File: config.mk
export PLATFORM = sky130hd
export DESIGN_NAME = delay_train_channel
export DESIGN_NICKNAME = d
export VERILOG_FILES = /design/src/rtl/delay_train_pkg.sv /design/src/rtl/delay_train_datapath.sv /design/src/rtl/delay_train_control.sv /design/src/rtl/delay_train_channel.sv
export SDC_FILE = /design/constraint.sdc
export NUM_CORES = 1
export LEC_CHECK = 0
export ABC_CLOCK_PERIOD_IN_PS = 11900
export CORE_ASPECT_RATIO = 0.7
export CORE_MARGIN = 5
export CORE_UTILIZATION = 59
export DETAILED_ROUTE_END_ITERATION = 6
export GPL_TIMING_DRIVEN = 1
export PLACE_DENSITY = 0.86
export SYNTH_ARGS = -nofsm -noshare
export SYNTH_HDL_FRONTEND = slang
export SYNTH_HIERARCHICAL = 1
export SYNTH_SLANG_ARGS = --single-unit
File: constraint.sdc
create_clock -name clk -period 11.9 [get_ports clk]
set_input_delay 2.38 -clock clk [delete_from_list [all_inputs] [get_ports clk]]
set_output_delay 2.38 -clock clk [all_outputs]
set_load 0.01 [all_outputs]
File: src/rtl/delay_train_pkg.sv
package delay_train_pkg;

  typedef enum logic [1:0] {
    ST_IDLE,
    ST_WAIT,
    ST_HIGH,
    ST_LOW
  } chanState_t;

  // Strobes from the control FSM to the datapath
  typedef struct packed {
    logic load;       // capture settings and compute start time
    logic startHigh;  // load phase counter with width - 1
    logic startLow;   // load phase counter with gap - 1
    logic advance;    // move to next pulse of the train
    logic outSet;     // drive output high
    logic outClr;     // drive output low
  } chanStrobe_t;

endpackage

File: src/rtl/delay_train_datapath.sv
module delay_train_datapath
  import delay_train_pkg::*;
#(
  parameter int TIME_W   = 48,
  parameter int DELAY_W  = 36,
  parameter int WIDTH_W  = 32,
  parameter int PERIOD_W = 32,
  parameter int COUNT_W  = 16
) (
  input  logic                clk,
  input  logic                rstN,
  input  chanStrobe_t         stb,
  input  logic [TIME_W-1:0]   trigTime,
  input  logic [TIME_W-1:0]   nowTime,
  input  logic                cfgContinuous,
  input  logic [DELAY_W-1:0]  cfgDelay,
  input  logic [WIDTH_W-1:0]  cfgWidth,
  input  logic [PERIOD_W-1:0] cfgPeriod,
  input  logic [COUNT_W-1:0]  cfgCount,
  output logic                startReached,
  output logic                phaseDone,
  output logic                lastPulse,
  output logic                contMode,
  output logic                pulseOut
);

  localparam int PH_W = (WIDTH_W > PERIOD_W) ? WIDTH_W : PERIOD_W;

  logic [TIME_W-1:0]  startTime;
  logic [PH_W-1:0]    widthM1, gapM1, phaseCnt;
  logic [COUNT_W-1:0] countReg, pulseCnt;
  logic               contReg, outReg;

  // Effective width and gap derived from the live settings at load time
  logic [PH_W-1:0] widthExt, periodExt, widthEff, gapEff;
  always_comb begin
    widthExt  = PH_W'(cfgWidth);
    periodExt = PH_W'(cfgPeriod);
    widthEff  = (widthExt == '0) ? PH_W'(1) : widthExt;
    gapEff    = (periodExt > widthEff) ? (periodExt - widthEff) : PH_W'(1);
  end

  always_ff @(posedge clk or negedge rstN) begin
    if (!rstN) begin
      startTime <= '0;
      widthM1   <= '0;
      gapM1     <= '0;
      countReg  <= '0;
      contReg   <= 1'b0;
    end else if (stb.load) begin
      startTime <= trigTime + TIME_W'(cfgDelay);
      widthM1   <= widthEff - PH_W'(1);
      gapM1     <= gapEff - PH_W'(1);
      countReg  <= cfgCount;
      contReg   <= cfgContinuous;
    end
  end

  always_ff @(posedge clk or negedge rstN) begin
    if (!rstN) begin
      phaseCnt <= '0;
    end else if (stb.startHigh) begin
      phaseCnt <= widthM1;
    end else if (stb.startLow) begin
      phaseCnt <= gapM1;
    end else if (phaseCnt != '0) begin
      phaseCnt <= phaseCnt - PH_W'(1);
    end
  end

  always_ff @(posedge clk or negedge rstN) begin
    if (!rstN) begin
      pulseCnt <= '0;
    end else if (stb.load) begin
      pulseCnt <= '0;
    end else if (stb.advance) begin
      pulseCnt <= pulseCnt + COUNT_W'(1);
    end
  end

  always_ff @(posedge clk or negedge rstN) begin
    if (!rstN) begin
      outReg <= 1'b0;
    end else if (stb.outClr) begin
      outReg <= 1'b0;
    end else if (stb.outSet) begin
      outReg <= 1'b1;
    end
  end

  // Wrap-safe "now >= start": sign of the difference
  logic [TIME_W-1:0] timeDiff;
  assign timeDiff     = nowTime - startTime;
  assign startReached = ~timeDiff[TIME_W-1];
  assign phaseDone    = (phaseCnt == '0);
  assign lastPulse    = (pulseCnt == countReg);
  assign contMode     = contReg;
  assign pulseOut     = outReg;

  AST_CFG_FROZEN: assert property (@(posedge clk) disable iff (!rstN)
    !stb.load |=> $stable(startTime) && $stable(countReg) && $stable(widthM1));
  AST_RISE_NEEDS_SET: assert property (@(posedge clk) disable iff (!rstN)
    $rose(outReg) |-> $past(stb.outSet));
  AST_COUNT_BOUND: assert property (@(posedge clk) disable iff (!rstN)
    !contReg |-> pulseCnt <= countReg);

endmodule

File: src/rtl/delay_train_control.sv
module delay_train_control
  import delay_train_pkg::*;
(
  input  logic        clk,
  input  logic        rstN,
  input  logic        trigValid,
  input  logic        cfgEnable,
  input  logic        startReached,
  input  logic        phaseDone,
  input  logic        lastPulse,
  input  logic        contMode,
  output chanStrobe_t stb,
  output logic        busy
);

  chanState_t state, stateNext;

  always_comb begin
    stb       = '0;
    stateNext = state;
    if (!cfgEnable) begin
      stb.outClr = 1'b1;
      stateNext  = ST_IDLE;
    end else begin
      unique case (state)
        ST_IDLE: if (trigValid) begin
          stb.load  = 1'b1;
          stateNext = ST_WAIT;
        end
        ST_WAIT: if (startReached) begin
          stb.startHigh = 1'b1;
          stb.outSet    = 1'b1;
          stateNext     = ST_HIGH;
        end
        ST_HIGH: if (phaseDone) begin
          stb.outClr = 1'b1;
          if (lastPulse && !contMode) begin
            stateNext = ST_IDLE;
          end else begin
            stb.startLow = 1'b1;
            stateNext    = ST_LOW;
          end
        end
        ST_LOW: if (phaseDone) begin
          stb.startHigh = 1'b1;
          stb.outSet    = 1'b1;
          stb.advance   = 1'b1;
          stateNext     = ST_HIGH;
        end
        default: stateNext = ST_IDLE;
      endcase
    end
  end

  always_ff @(posedge clk or negedge rstN) begin
    if (!rstN) state <= ST_IDLE;
    else       state <= stateNext;
  end

  assign busy = (state != ST_IDLE);

  AST_DISABLE_IDLE: assert property (@(posedge clk) disable iff (!rstN)
    !cfgEnable |=> state == ST_IDLE);
  AST_WAIT_HOLD: assert property (@(posedge clk) disable iff (!rstN)
    (state == ST_WAIT && !startReached && cfgEnable) |=> state == ST_WAIT);
  AST_LAST_ENDS: assert property (@(posedge clk) disable iff (!rstN)
    (state == ST_HIGH && phaseDone && lastPulse && !contMode && cfgEnable) |=> state == ST_IDLE);
  AST_CONT_NO_END: assert property (@(posedge clk) disable iff (!rstN)
    (state == ST_HIGH && contMode && cfgEnable) |=> state != ST_IDLE);
  AST_BUSY_NO_LOAD: assert property (@(posedge clk) disable iff (!rstN)
    (state != ST_IDLE && trigValid) |-> !stb.load);

endmodule

File: src/rtl/delay_train_channel.sv
module delay_train_channel
  import delay_train_pkg::*;
#(
  parameter int TIME_W   = 48,
  parameter int DELAY_W  = 36,
  parameter int WIDTH_W  = 32,
  parameter int PERIOD_W = 32,
  parameter int COUNT_W  = 16
) (
  input  logic                clk,
  input  logic                rstN,
  input  logic                trigValid,
  input  logic [TIME_W-1:0]   trigTime,
  input  logic [TIME_W-1:0]   nowTime,
  input  logic                cfgEnable,
  input  logic                cfgContinuous,
  input  logic [DELAY_W-1:0]  cfgDelay,
  input  logic [WIDTH_W-1:0]  cfgWidth,
  input  logic [PERIOD_W-1:0] cfgPeriod,
  input  logic [COUNT_W-1:0]  cfgCount,
  output logic                pulseOut,
  output logic                busy
);

  chanStrobe_t stb;
  logic startReached, phaseDone, lastPulse, contMode;

  delay_train_control u_ctrl (
    .clk          (clk),
    .rstN         (rstN),
    .trigValid    (trigValid),
    .cfgEnable    (cfgEnable),
    .startReached (startReached),
    .phaseDone    (phaseDone),
    .lastPulse    (lastPulse),
    .contMode     (contMode),
    .stb          (stb),
    .busy         (busy)
  );

  delay_train_datapath #(
    .TIME_W   (TIME_W),
    .DELAY_W  (DELAY_W),
    .WIDTH_W  (WIDTH_W),
    .PERIOD_W (PERIOD_W),
    .COUNT_W  (COUNT_W)
  ) u_dp (
    .clk           (clk),
    .rstN          (rstN),
    .stb           (stb),
    .trigTime      (trigTime),
    .nowTime       (nowTime),
    .cfgContinuous (cfgContinuous),
    .cfgDelay      (cfgDelay),
    .cfgWidth      (cfgWidth),
    .cfgPeriod     (cfgPeriod),
    .cfgCount      (cfgCount),
    .startReached  (startReached),
    .phaseDone     (phaseDone),
    .lastPulse     (lastPulse),
    .contMode      (contMode),
    .pulseOut      (pulseOut)
  );

  AST_IDLE_QUIET: assert property (@(posedge clk) disable iff (!rstN)
    !busy |-> !pulseOut);

endmodule

==> flow_summary.rst <==
.. list-table::
   :header-rows: 1

   * - Metric
     - Value
   * - DRC violation count after routing
     - 0
   * - FFs w/ async S/R, synth
     - 100%
   * - CP Capture Type
     - register
   * - Library cells used by synthesis
     - 86
   * - CTS sink cnt
     - 180
   * - Internal reg-to-reg setup slack
     - 6.52 ns
   * - Worst Path Required
     - 12.22 ns
   * - Pin count of the biggest net entering global routing
     - 117
   * - Hold Path Origin
     - u_dp/widthM1[17]
   * - Number of maximum-capacitance violations
     - 0
   * - Starting DRC count in detailed routing
     - 1638
   * - Yosys Warn Count
     - 6
   * - Number of setup violations in the final report
     - 0
   * - Full die area
     - 0.0286 mm²
   * - Number of detailed-route iterations in the first pass
     - 6
   * - Final HPWL DP
     - 35.4 mm
   * - Met2 routed WL
     - 19.7 mm
   * - Worst r2r src
     - u_dp/phaseCnt[4]
   * - Worst-case reg-to-reg path depth
     - 15
   * - Number of placed I/O pins
     - 219
   * - Critical path startpoint category
     - input pin
   * - Worst relative slew slack
     - 23.4%
   * - Most common cell after layout, fill and taps aside
     - clkdlybuf4s50_1
   * - Average cell area after synthesis
     - 8.17 µm²
   * - Buffer levels on the longest clock path
     - 2
   * - Total power
     - 2.88 mW
   * - Number of buffers inserted to repair setup after CTS
     - 0
   * - Highest clock rate
     - 124 MHz
   * - Number of nets with antenna violations after routing
     - 0
   * - Worst hold-check path type
     - reg2reg
   * - Hold Violations, Final
     - 0
   * - End of the worst hold path
     - u_dp/phaseCnt[17]
   * - Number of buffers added on ports
     - 218
   * - Met1 Wirelength
     - 20.4 mm
   * - Highest metal layer with signal wires
     - met4
   * - Pins Over Slew Limit
     - 0
   * - Global-route wire length before repair
     - 71.4 mm
   * - Die height
     - 143 µm
   * - Total clock buffers created by CTS
     - 17
   * - Flops & latches, synth
     - 180
   * - Clock tree root buffer cell
     - clkbuf_16
   * - Cell Pwr Density
     - 161 mW/mm²
   * - Vias per std cell
     - 6.26
   * - Share of the cycle needed by the critical path after routing
     - 67.8%
   * - Crit-path max FO
     - 30
   * - Arrival time of data at the critical path endpoint
     - 8.39 ns
   * - Number of global-route vias before repair
     - 13800
   * - GRT Resource Usage Total
     - 31.1%
   * - Post-detailed-route wirelength per cell
     - 19.5 µm
   * - Routed Wire Length
     - 45.5 mm
   * - Final-layout setup total negative slack
     - 0 ns
   * - Number of placement rows
     - 48
   * - Post-layout minimum cycle time
     - 8.07 ns
   * - Status
     - finished clean
   * - PostCTS Resize Cnt
     - 0
   * - Setup repair after global routing missed its margin
     - false
   * - Overall overflow remaining after global route
     - 0
   * - EDFF count, synth
     - 0
   * - Fill count
     - 1917
   * - Wire length on met3
     - 4.69 mm
   * - Maximum VDD drop
     - 0.115 mV
   * - Area taken by flip-flops and latches
     - 0.00450 mm²
   * - Share of cells above drive strength 1
     - 5.38%
   * - # nets final
     - 2330
   * - End of the worst register-to-register path
     - u_dp/phaseCnt[21]
   * - Hold buffers post-CTS
     - 0
   * - Maximum level of the CTS H-tree
     - 4
   * - Horiz. Die Dim
     - 200 µm
   * - Seq/Total Area, Yosys
     - 30.2%
   * - Initial antenna violation count
     - 3
   * - Tightest Pin Transition
     - 1.15 ns
   * - Area of the mapped netlist
     - 0.0149 mm²
   * - Clock tree skew after final layout
     - 0.0153 ns
   * - Cells after Synth
     - 1822
   * - Hold Path Cell Cnt
     - 1
   * - Clock-pin slew on the worst setup and hold paths
     - 0.07 ns
   * - Most frequent cells in the layout
     - clkdlybuf4s50_1, nand2_1, dfrtp_1
   * - Most instantiated flip-flop cell in the synthesis netlist
     - dfrtp_1
   * - Placer Congestion
     - 0.992
   * - Final Util
     - 72.3%
   * - Clock latency on the worst-skew pair
     - 0.44 ns
   * - Via count of the routed design
     - 14600
   * - Post-synth net total
     - 2159
   * - P&R area growth vs syn
     - 20.1%
   * - Leakage power
     - 7.49 nW
   * - Worst Path Class, Setup
     - in2reg
   * - Multi-input gate area in the final layout
     - 0.00969 mm²
   * - Std-Cell Core Area
     - 0.0247 mm²
   * - CTS tree
     - built
   * - Starting utilization of the core area
     - 60.2%
-- cell families (layout without fill, tap and decap cells) --
| logic type | Yosys count | after routing | share of synthesized area [%] |
|---|---|---|---|
| multiplexers | 43 | 43 | 3.09 |
| adder cells (fa/ha/maj) | 120 | 120 | 10.2 |
| buffers and inverters | 187 | 371 | 4.83 |
| other | 0 | 3 | 0 |
| XOR/XNOR | 149 | 149 | 8.76 |
| AO/OA/AOI/OAI | 515 | 515 | 22.3 |
| flip-flops | 180 | 180 | 30.2 |
| AND/OR/NAND/NOR | 628 | 628 | 20.6 |
-- how the worst max path moves through the flow --
stage	slack, ns	cells past startpoint	start	to
3_5_place_dp	3.57	22	cfgWidth[18]	u_dp/gapM1[30]
3_3_place_gp	3.73	22	cfgWidth[18]	u_dp/gapM1[30]
2_1_floorplan	4.78	23	cfgWidth[18]	u_dp/gapM1[30]
6_report	3.83	22	cfgWidth[18]	u_dp/gapM1[30]
5_1_grt	3.58	22	cfgWidth[27]	u_dp/gapM1[22]
4_1_cts	4.01	22	cfgWidth[18]	u_dp/gapM1[30]
-- Yosys cell counts, types with 5 or more instances --
master | n | share of area, %
a21oi_1 | 150 | 5.0
dfrtp_1 | 180 | 30
a21o_1 | 51 | 2.6
o211ai_1 | 15 | 0.76
or2_2 | 5 | 0.21
xnor2_1 | 106 | 6.2
and2_1 | 7 | 0.29
ha_1 | 118 | 9.9
a31oi_1 | 19 | 0.80
xor2_1 | 43 | 2.5
nor3_1 | 57 | 1.9
o21a_1 | 15 | 0.76
mux2_2 | 24 | 1.8
buf_1 | 8 | 0.20
buf_2 | 5 | 0.17
a22oi_1 | 5 | 0.25
o31ai_1 | 8 | 0.40
o22ai_1 | 5 | 0.21
nor4_1 | 24 | 1.0
nand2_1 | 181 | 4.6
or4_1 | 10 | 0.50
o2bb2ai_1 | 10 | 0.59
or3_1 | 22 | 0.92
nand2b_1 | 19 | 0.80
o21ai_0 | 124 | 4.2
clkbuf_1 | 57 | 1.4
and3_1 | 17 | 0.71
o41ai_1 | 5 | 0.29
nor2_1 | 152 | 3.8
nand4_1 | 35 | 1.5
a211oi_1 | 29 | 1.5
o21ai_1 | 13 | 0.44
mux2i_1 | 19 | 1.3
inv_1 | 113 | 2.8
nor2b_1 | 20 | 0.84
nand3_1 | 54 | 1.8
a211o_1 | 6 | 0.35
-- report_power, final --
group / total [mW] / internal (mW) / switching, mW
Clock: 0.576 / 0.303 / 0.272
Sequential: 1.09 / 0.882 / 0.209
Combinational: 1.21 / 0.538 / 0.676
Total: 2.88 / 1.72 / 1.16
-- critical path, stage by stage --
cell,delay [ns]
clkdlybuf4s50_1,0.47
or4_1,0.55
nand2b_1,0.19
nor4_1,0.56
a31oi_1,0.29
inv_1,0.19
ha_1,0.23
inv_1,0.07
fa_1,0.42
a211oi_1,0.37
o21a_1,0.22
nor3_1,0.07
o211ai_1,0.21
a21oi_2,0.08
buf_4,0.23
nand2_1,0.13
ha_1,0.60
nor2b_1,0.33
a31oi_4,0.10
nor4_2,0.32
xor2_1,0.10
mux2_2,0.28
-- through the flow --
stage,cells,cell area (µm²),hold WS (ns),setup slack [ns]
2_1_floorplan,1822,14900,0.445,4.78
3_3_place_gp,2299,17300,0.466,3.73
3_5_place_dp,2299,17300,0.469,3.57
4_1_cts,2331,17900,0.488,4.01
5_1_grt,2334,17900,0.509,3.58
6_report,2334,17900,0.490,3.83
-- final cells by class --
class,count,share of cell area [%]
Clock buffer,17,2.38
Timing Repair Buffer,225,12.5
Antenna cell,3,0.0420
Multi-Input combinational cell,1455,54.2
Clock inverter,15,1.01
Tap cell,325,2.27
Inverter,114,2.39
Sequential cell,180,25.2
-- state kept, by name, indices dropped and copies added (netlist names) --
name,flops
u_dp/phaseCnt,32
u_dp/pulseOut,1
u_dp/contMode,1
u_ctrl/state,2
u_dp/widthM1,32
u_dp/pulseCnt,16
u_dp/gapM1,32
u_dp/countReg,16
u_dp/startTime,48
-- per-layer routing --
layer / global-route usage [%] / vias to the layer above
li1: - / 6897
met1: 46.4 / 6903
met2: 46.0 / 740
met3: 7.85 / 66
met4: 6.50 / 0
met5: 0 / -
(Power assumes the default switching activity.)
